`config.mk`:
```
export PLATFORM = sky130hd
export DESIGN_NAME = flag_alu
export DESIGN_NICKNAME = d
export VERILOG_FILES = /design/src/rtl/flag_alu_pkg.sv /design/src/rtl/alu_operand_prep.sv /design/src/rtl/alu_addsub.sv /design/src/rtl/alu_flag_reg.sv /design/src/rtl/flag_alu.sv
export SDC_FILE = /design/constraint.sdc
export NUM_CORES = 1
export LEC_CHECK = 0
export ABC_CLOCK_PERIOD_IN_PS = 5350
export BUFFER_PORTS_ARGS = -buffer_cell sky130_fd_sc_hd__buf_4
export CELL_PAD_IN_SITES_DETAIL_PLACEMENT = 0
export CELL_PAD_IN_SITES_GLOBAL_PLACEMENT = 1
export CORE_MARGIN = 2
export CORE_UTILIZATION = 38
export DETAILED_ROUTE_END_ITERATION = 8
export PLACE_DENSITY_LB_ADDON = 0.25
export SETUP_SLACK_MARGIN = 0.15
export SYNTH_ARGS = -nofsm -noshare
export SYNTH_HDL_FRONTEND = slang
export SYNTH_HIERARCHICAL = 1
export SYNTH_SLANG_ARGS = --single-unit
```
`constraint.sdc`:
```
create_clock -name clk -period 5.35 [get_ports clk]
set_clock_uncertainty 0.15 [all_clocks]
set_input_delay 0.8025 -clock clk [delete_from_list [all_inputs] [get_ports clk]]
set_output_delay 0.8025 -clock clk [all_outputs]
set_load 0.03 [all_outputs]
```
`src/rtl/flag_alu_pkg.sv`:
```
package flag_alu_pkg;

  typedef enum logic [2:0] {
    OP_ADD = 3'd0,
    OP_ADC = 3'd1,
    OP_SUB = 3'd2,
    OP_SBC = 3'd3,
    OP_NEG = 3'd4,
    OP_CMP = 3'd5,
    OP_CMN = 3'd6,
    OP_TST = 3'd7
  } alu_op_e;

  localparam int FLAG_N = 3;
  localparam int FLAG_Z = 2;
  localparam int FLAG_C = 1;
  localparam int FLAG_V = 0;

  // true when the operation delivers a value downstream
  function automatic logic op_writes(alu_op_e op);
    return (op != OP_CMP) && (op != OP_CMN) && (op != OP_TST);
  endfunction

  // true when the value comes from the bitwise path instead of the adder
  function automatic logic op_is_logic(alu_op_e op);
    return op == OP_TST;
  endfunction

endpackage

```
`src/rtl/alu_operand_prep.sv`:
```
module alu_operand_prep
  import flag_alu_pkg::*;
#(
  parameter int DATA_W = 32
) (
  input  alu_op_e           op,
  input  logic [DATA_W-1:0] a,
  input  logic [DATA_W-1:0] b,
  input  logic              c_flag,
  output logic [DATA_W-1:0] opa,
  output logic [DATA_W-1:0] opb,
  output logic              cin
);

  always_comb begin
    opa = a;
    opb = b;
    cin = 1'b0;
    unique case (op)
      OP_ADC: cin = c_flag;
      OP_SUB,
      OP_CMP: begin
        opb = ~b;
        cin = 1'b1;
      end
      OP_SBC: begin
        opb = ~b;
        cin = c_flag;
      end
      OP_NEG: begin
        opa = '0;
        opb = ~b;
        cin = 1'b1;
      end
      default: ;
    endcase
  end

endmodule

```
`src/rtl/alu_addsub.sv`:
```
module alu_addsub #(
  parameter int DATA_W = 32
) (
  input  logic [DATA_W-1:0] opa,
  input  logic [DATA_W-1:0] opb,
  input  logic              cin,
  output logic [DATA_W-1:0] sum,
  output logic              cout,
  output logic              ovf
);

  localparam int MSB = DATA_W - 1;

  logic [DATA_W:0] wide;

  always_comb begin
    wide = {1'b0, opa} + {1'b0, opb} + {{DATA_W{1'b0}}, cin};
    sum  = wide[MSB:0];
    cout = wide[DATA_W];
    ovf  = (opa[MSB] == opb[MSB]) && (sum[MSB] != opa[MSB]);
  end

endmodule

```
`src/rtl/alu_flag_reg.sv`:
```
module alu_flag_reg
  import flag_alu_pkg::*;
(
  input  logic       clk,
  input  logic       rst_n,
  input  logic       we,
  input  logic       upd_cv,
  input  logic [1:0] nz_new,
  input  logic [1:0] cv_new,
  output logic [3:0] flags
);

  always_ff @(posedge clk or negedge rst_n) begin
    if (!rst_n) begin
      flags <= 4'b0000;
    end else if (we) begin
      flags[FLAG_N] <= nz_new[1];
      flags[FLAG_Z] <= nz_new[0];
      if (upd_cv) begin
        flags[FLAG_C] <= cv_new[1];
        flags[FLAG_V] <= cv_new[0];
      end
    end
  end

endmodule

```
`src/rtl/flag_alu.sv`:
```
module flag_alu
  import flag_alu_pkg::*;
#(
  parameter int DATA_W = 32
) (
  input  logic              clk,
  input  logic              rst_n,
  input  logic [2:0]        op_i,
  input  logic [DATA_W-1:0] a_i,
  input  logic [DATA_W-1:0] b_i,
  input  logic              flag_we_i,
  output logic [DATA_W-1:0] res_o,
  output logic              res_valid_o,
  output logic [3:0]        flags_o
);

  localparam int MSB = DATA_W - 1;

  alu_op_e           op;
  logic [DATA_W-1:0] opa, opb, add_sum, logic_value, ex_value;
  logic              cin, add_cout, add_ovf;
  logic              writes, use_logic, c_now;

  assign op        = alu_op_e'(op_i);
  assign c_now     = flags_o[FLAG_C];
  assign writes    = op_writes(op);
  assign use_logic = op_is_logic(op);

  alu_operand_prep #(.DATA_W(DATA_W)) u_prep (
    .op     (op),
    .a      (a_i),
    .b      (b_i),
    .c_flag (c_now),
    .opa    (opa),
    .opb    (opb),
    .cin    (cin)
  );

  alu_addsub #(.DATA_W(DATA_W)) u_add (
    .opa  (opa),
    .opb  (opb),
    .cin  (cin),
    .sum  (add_sum),
    .cout (add_cout),
    .ovf  (add_ovf)
  );

  assign logic_value = a_i & b_i;
  assign ex_value    = use_logic ? logic_value : add_sum;

  assign res_o       = writes ? ex_value : '0;
  assign res_valid_o = writes;

  alu_flag_reg u_flags (
    .clk    (clk),
    .rst_n  (rst_n),
    .we     (flag_we_i),
    .upd_cv (!use_logic),
    .nz_new ({ex_value[MSB], ex_value == '0}),
    .cv_new ({add_cout, add_ovf}),
    .flags  (flags_o)
  );

endmodule

```
; ---- Yosys cells after proc, flatten, opt, wreduce, memory -nomap -nowiden
; Index checks and enable logic that the tools add are counted.
; W data, S select, Z words.
[totals]
regBits = 4
output_inout_bits = 37
[classes]
addsub = 2
eq_ne = 11
n_mux = 5
bitwise_logic = 3
reduce_logical = 8
[ops]
columns = op, n
row1 = $mux W32, 4
row2 = $add A32 B32 Y33, 1
row3 = $add A33 B1 Y33, 1
row4 = $and A32 B32 Y32, 1
row5 = $logic_not A32 Y1, 1
row6 = $not A32 Y32, 1
row7 = $eq A3 B3 Y1 const B, 3
row8 = $ne A3 B3 Y1 const B, 3
row9 = $eq A3 B2 Y1 const B, 2
row10 = $reduce_or A4 Y1, 1
row11 = $eq A3 B1 Y1 const B, 1
row12 = $logic_and A1 B1 Y1, 3
row13 = $reduce_or A3 Y1, 1
row14 = $pmux W1 S2, 1
row15 = $reduce_and A2 Y1, 1
row16 = $reduce_or A2 Y1, 1
row17 = $eq A1 B1 Y1, 1
row18 = $ne A1 B1 Y1, 1
row19 = $not A1 Y1, 1

; ---- Longest topological paths before layout
[depth]
depth_word = 7
mapped_depth = 17
depth_no_buf = 16

; ---- By module
; Netlist, hierarchy kept.
[modules_own_cells]
columns = module, n_inst, cells_each, area_each_um2, seq_area_each_um2
row1 = alu_addsub, 1, 239, 1704.1, 0.0
row2 = alu_operand_prep, 1, 76, 820.8, 0.0
row3 = flag_alu, 1, 74, 493.0, 0.0
row4 = alu_flag_reg, 1, 9, 158.9, 100.1

; ---- Worst setup path before layout
; OpenSTA, ideal clock, no wires.
[synth_timing]
path_type = input to register
start = input op_i[1]
end = register u_flags.flags[2]
arrival_time_ps = 4640
required_time_ps = 5135
slack_ps = 495
path_stages = 17
cell_sequence = nor3b_2 buf_2 nor2b_1 fa_1 fa_1 a21o_1 a221oi_1 nor2_1 nor2_2 o211ai_1 o211ai_1 xnor2_1 or4_4 nor4_2 nand4_1 a2111oi_2 mux2_2
[synth_lines]
columns = element, line
row1 = from (decl), flag_alu.sv:8  ; input logic [2:0] op_i,
row2 = $eq A3 B3 Y1, alu_operand_prep.sv:19  ; unique case (op)
row3 = $mux W32, alu_operand_prep.sv:19
row4 = named net opa[0], flag_alu.sv:20  ; logic [DATA_W-1:0] opa, opb, add_sum, logic_value, ex_value;
row5 = $add A32 B32 Y33, alu_addsub.sv:17  ; wide = {1'b0, opa} + {1'b0, opb} + {{DATA_W{1'b0}}, cin};
row6 = $add A33 B1 Y33, alu_addsub.sv:17
row7 = named net add_sum[18], flag_alu.sv:20
row8 = $mux W32, flag_alu.sv:49  ; assign ex_value = use_logic ? logic_value : add_sum;
row9 = $logic_not A32 Y1, flag_alu.sv:59  ; .nz_new ({ex_value[MSB], ex_value == '0}),
row10 = "to (signal, indexed assignment)", alu_flag_reg.sv:17  ; flags[FLAG_N] <= nz_new[1];
row11 = "to (signal, indexed assignment)", alu_flag_reg.sv:18  ; flags[FLAG_Z] <= nz_new[0];
row12 = "to (signal, indexed assignment)", alu_flag_reg.sv:20  ; flags[FLAG_C] <= cv_new[1];
row13 = to (decl), alu_flag_reg.sv:10  ; output logic [3:0] flags
; The timed path passes the listed nets, and every way through them passes these cells.
; A chain may end at the register's enable or synchronous reset.

; ---- Final worst setup path
[layout_timing]
start = input op_i[1]
end = output res_o[31]
[layout_between]
elab_chain_len = 7
[layout_lines]
columns = element, line
row1 = $eq A3 B2 Y1 / $eq A3 B3 Y1 (equally long branches), alu_operand_prep.sv:19
row2 = $reduce_or A4 Y1 (no source line) (*), -
row3 = $mux W32 (*), -
row4 = named net opb[12], flag_alu.sv:20
row5 = $add A32 B32 Y33 (*), alu_addsub.sv:17
row6 = $add A33 B1 Y33 (*), alu_addsub.sv:17
row7 = named net add_sum[31], flag_alu.sv:20
row8 = $mux W32 (*), flag_alu.sv:49
row9 = named net ex_value[31], flag_alu.sv:20
row10 = $mux W32 (*), flag_alu.sv:51  ; assign res_o = writes ? ex_value : '0;
row11 = to (decl), flag_alu.sv:12  ; output logic [DATA_W-1:0] res_o,
; Mark *: on every way through the listed nets, which the timed path passes. The rest lies on a longest branch.

==> metrics.md <==
| Metric | Value |
|---|---|
| Outcome | finished, final reports clean |
| RR Endpoint | u_flags/flags[2] |
| Routed WL per cell | roughly 17 um |
| Hold Slack | 0.226 ns |
| Post-DP HPWL | between 8000 and 9000 um |
| Synth Flop Type | dfrtp_1 |
| Yosys warns | 6 |
| Fin util | 0.509 |
| Max_slew headroom | 0.333 |
| GRT Residual Overflow | 0 |
| Setup Viol. Count Final | 0 |
| Worst path slowest cell | ha_1 |
| HP Class | in -> async |
| CTS tree | done |
| Fmax | between 0.15 and 0.2 GHz |
| Worst-path clk slew | 0.03 ns |
| CP Capture Type | primary output |
| Minimum clock period | around 5 ns |
| Via/cell ratio | approximately 5.6 |
| Std-Cell Rows | 33 |
| Clock power share | 0.052 |
| WP data arrival | approximately 4.1 ns |
| Register area share after synthesis | 0.0315 |
| Initial antenna violation count | 0 |
| Clock Sink Count | 4 |
| Initial core utilization | 0.389 |
| Static Leak | about 1.9 nW |
| Cts bufs inserted | 3 |
| #FFs+latches synth | 4 |
| # port buffers | 106 |
| Share of cells above drive strength 1 | 0.331 |
| Post-synth EDFFs | 0 |
| Initial drt markers | 140 |
| DIE AREA | 9110 um2 |
| Die height | around 95 um |
| Antenna violation net count after detailed routing | 0 |
| Worst skew pair latency | approximately 0.22 ns |
| Die span in x | between 90 and 100 um |
| GRT Total Usage | 0.223 |
| Asr flop ratio synth | 1.00 |
| Worst-Margin Slew | ~0.99 ns |
| Wirelength, routed | ~10000 um |
| Largest Register | u_flags/flags |
| Power, Total | between 1 and 1.5 mW |
| Critical path's top delay family | simple AND/OR/NAND/NOR gates |
| RSZ-0062 raised after global routing | true |
| Synthesis-to-finish area growth | 31.0% |
| Combinational Power Share | 0.911 |
| R2R depth | 15 |
| Met1 Wirelength | 4550 um |
| ANT cells | 0 |
| Syn avg cell area | between 7 and 8 um2 |
| Via count | between 3k and 4k |
| Reg2reg start | u_flags/flags[1] |
| NetSw | around 0.66 mW |
| R2R Setup Slk | about 0.84 ns |
| CP Launch Type | input port |
| Synthesized Nets | between 500 and 600 |
| Area of the mapped netlist | around 3200 um2 |
| Fin nets | ~600 |
| Max Cap Viol | 0 |
| H-tree depth | 1 |
| Final period util | 0.938 |
| Synthesized instance count | just under 400 |
| Top Ports | between 100 and 150 |
| Core area | between 8000 and 9000 um2 |
| Setup Crit Path Kind | in -> out |
| Final Wtd Congestion | slightly above 0.9 |
| Met2 wire len | 4890 um |
| Largest registers | u_flags/flags x4 |
| Final setup TNS | 0 ns |
| Root buffer cell | clkbuf_8 |
| Fin. max-slew vios | 0 |
| Final Hold Viols | 0 |
| Count of cell types in the netlist | a little over 60 |
| Commonest non-fill, non-tap cell in the layout | buf_4 |
| Highest metal used | met4 |
| Worst-path cell chain | buf_4 -> xnor2_4 -> clkbuf_16 -> xnor2_2 -> ha_1 -> and2_4 -> nand3_2 -> or3_1 -> o21a_1 -> o31a_1 -> o21ai_2 -> xor2_1 -> nand2_1 -> nand2_1 -> and2_1 -> buf_4 |
| Switch share | 0.543 |
| Largest stage delay on the critical path | around 0.40 ns |
| Yosys top cell area share | 0.154 |
| Largest register FFs | 4 |
| VDD IR max | roughly 0.14 mV |
| Cell-internal power | 0.553 mW |
| Largest area contributor in the synthesized netlist | xnor2_2 |
| Count of buffer and inverter cells on the critical path | 3 |
| DRC | 0 |
| Synth area leaders | xnor2_2 15%, ha_1 12%, nor2b_1 7.7%, and2_1 6.5%, xnor2_1 5.2% |
| Sequential fraction of design power | 0.037 |
| CP required | 4.40 ns |
| Most frequent cells in the layout | 111 x buf_4, 39 x nor2b_1, 32 x and2_1 |
| Pin count of the biggest net entering global routing | 32 |
| Pwr/cell area | ~290 nW/um2 |
| Critical Path Fanout Max | 31 |
| 1st-pass router iterations | 4 |
| Vias in the first global route | approximately 3.4k |
| Met3 WL | between 500 and 600 um |
| First-pass GRT wire length | between 15000 and 20000 um |
| Clock Tree Buf Depth | 2 |
[cell usage after synthesis, types with 3 or more instances]
cell and number:
a211oi_1 3, a21o_1 16, a21oi_1 28, a221oi_1 5, a22o_1 3, a22oi_1 7, and2_1 33, and3_1 4
and4_1 3, buf_2 4, buf_6 3, clkbuf_1 8, dfrtp_1 4, ha_1 31, inv_1 4, nand2_1 27
nand3_1 7, nand4_1 9, nor2_1 17, nor2b_1 39, nor3_1 4, nor4_1 6, o211ai_1 4, o21a_1 7
o21ai_0 17, or3_1 3, xnor2_1 19, xnor2_2 30, xor2_1 11
[area by class of cell]
type                            count  area (um2)
Inverter                            4        15.0
Tap cell                          105         131
Sequential cell                     4         100
Multi-Input combinational cell    375        3000
Fill cell                         847        4020
Timing Repair Buffer              113         870
Clock buffer                        3        41.3
[cells by family (layout without fill, tap and decap cells)]
kind of cell / after synthesis / after routing / synth area share
compound gates: 115 / 115 / 0.250
xor+xnor: 61 / 61 / 0.245
fa+ha+maj: 33 / 33 / 0.135
buf+inv: 19 / 120 / 0.0311
flops: 4 / 4 / 0.0315
mux: 4 / 4 / 0.0165
simple gates: 162 / 162 / 0.291
[repair_timing]
item,in CTS,in global routing
setup buffers,0,1
hold buffers,0,0
setup endpoints to repair,0,11
gates resized for setup,0,8
[per-layer routing]
layer | GRT usage | vias to the layer above
li1 | - | 1673
met1 | 0.296 | 1558
met4 | 0.0536 | 0
met2 | 0.391 | 107
met3 | 0.0190 | 19
met5 | 0 | -
[metrics by stage]
stage | setup slack [ns] | area [um2] | std cells
after detailed placement | 0.224 | 4080 | 600
after global routing | 0.138 | 4160 | 604
after global placement | 0.245 | 4080 | 600
after CTS | 0.216 | 4130 | 603
final | 0.330 | 4160 | 604
after floorplan | 0.495 | 3180 | 398
[power by group through the flow]
stage / clock network (mW) / registers, mW / logic [mW]
global placement: 0 / 0.0444 / 1.09
detailed placement: 0 / 0.0448 / 1.08
finish: 0.0628 / 0.0447 / 1.10
floorplan: 0 / 0.0605 / 0.732
global route: 0.0666 / 0.0454 / 1.19
CTS: 0.0630 / 0.0446 / 1.09
[worst max path at each step]
stage          startpoint               end  depth (start not counted)  slack, ns
6_report          op_i[1]         res_o[31]                         16       0.33
5_1_grt           op_i[1]         res_o[31]                         16       0.14
4_1_cts           op_i[1]         res_o[31]                         16       0.22
3_5_place_dp      op_i[1]         res_o[31]                         16       0.22
3_3_place_gp      op_i[1]         res_o[31]                         16       0.25
2_1_floorplan     op_i[1]  u_flags/flags[2]                         17       0.50
Note: power is estimated with default switching activity, not from simulation.
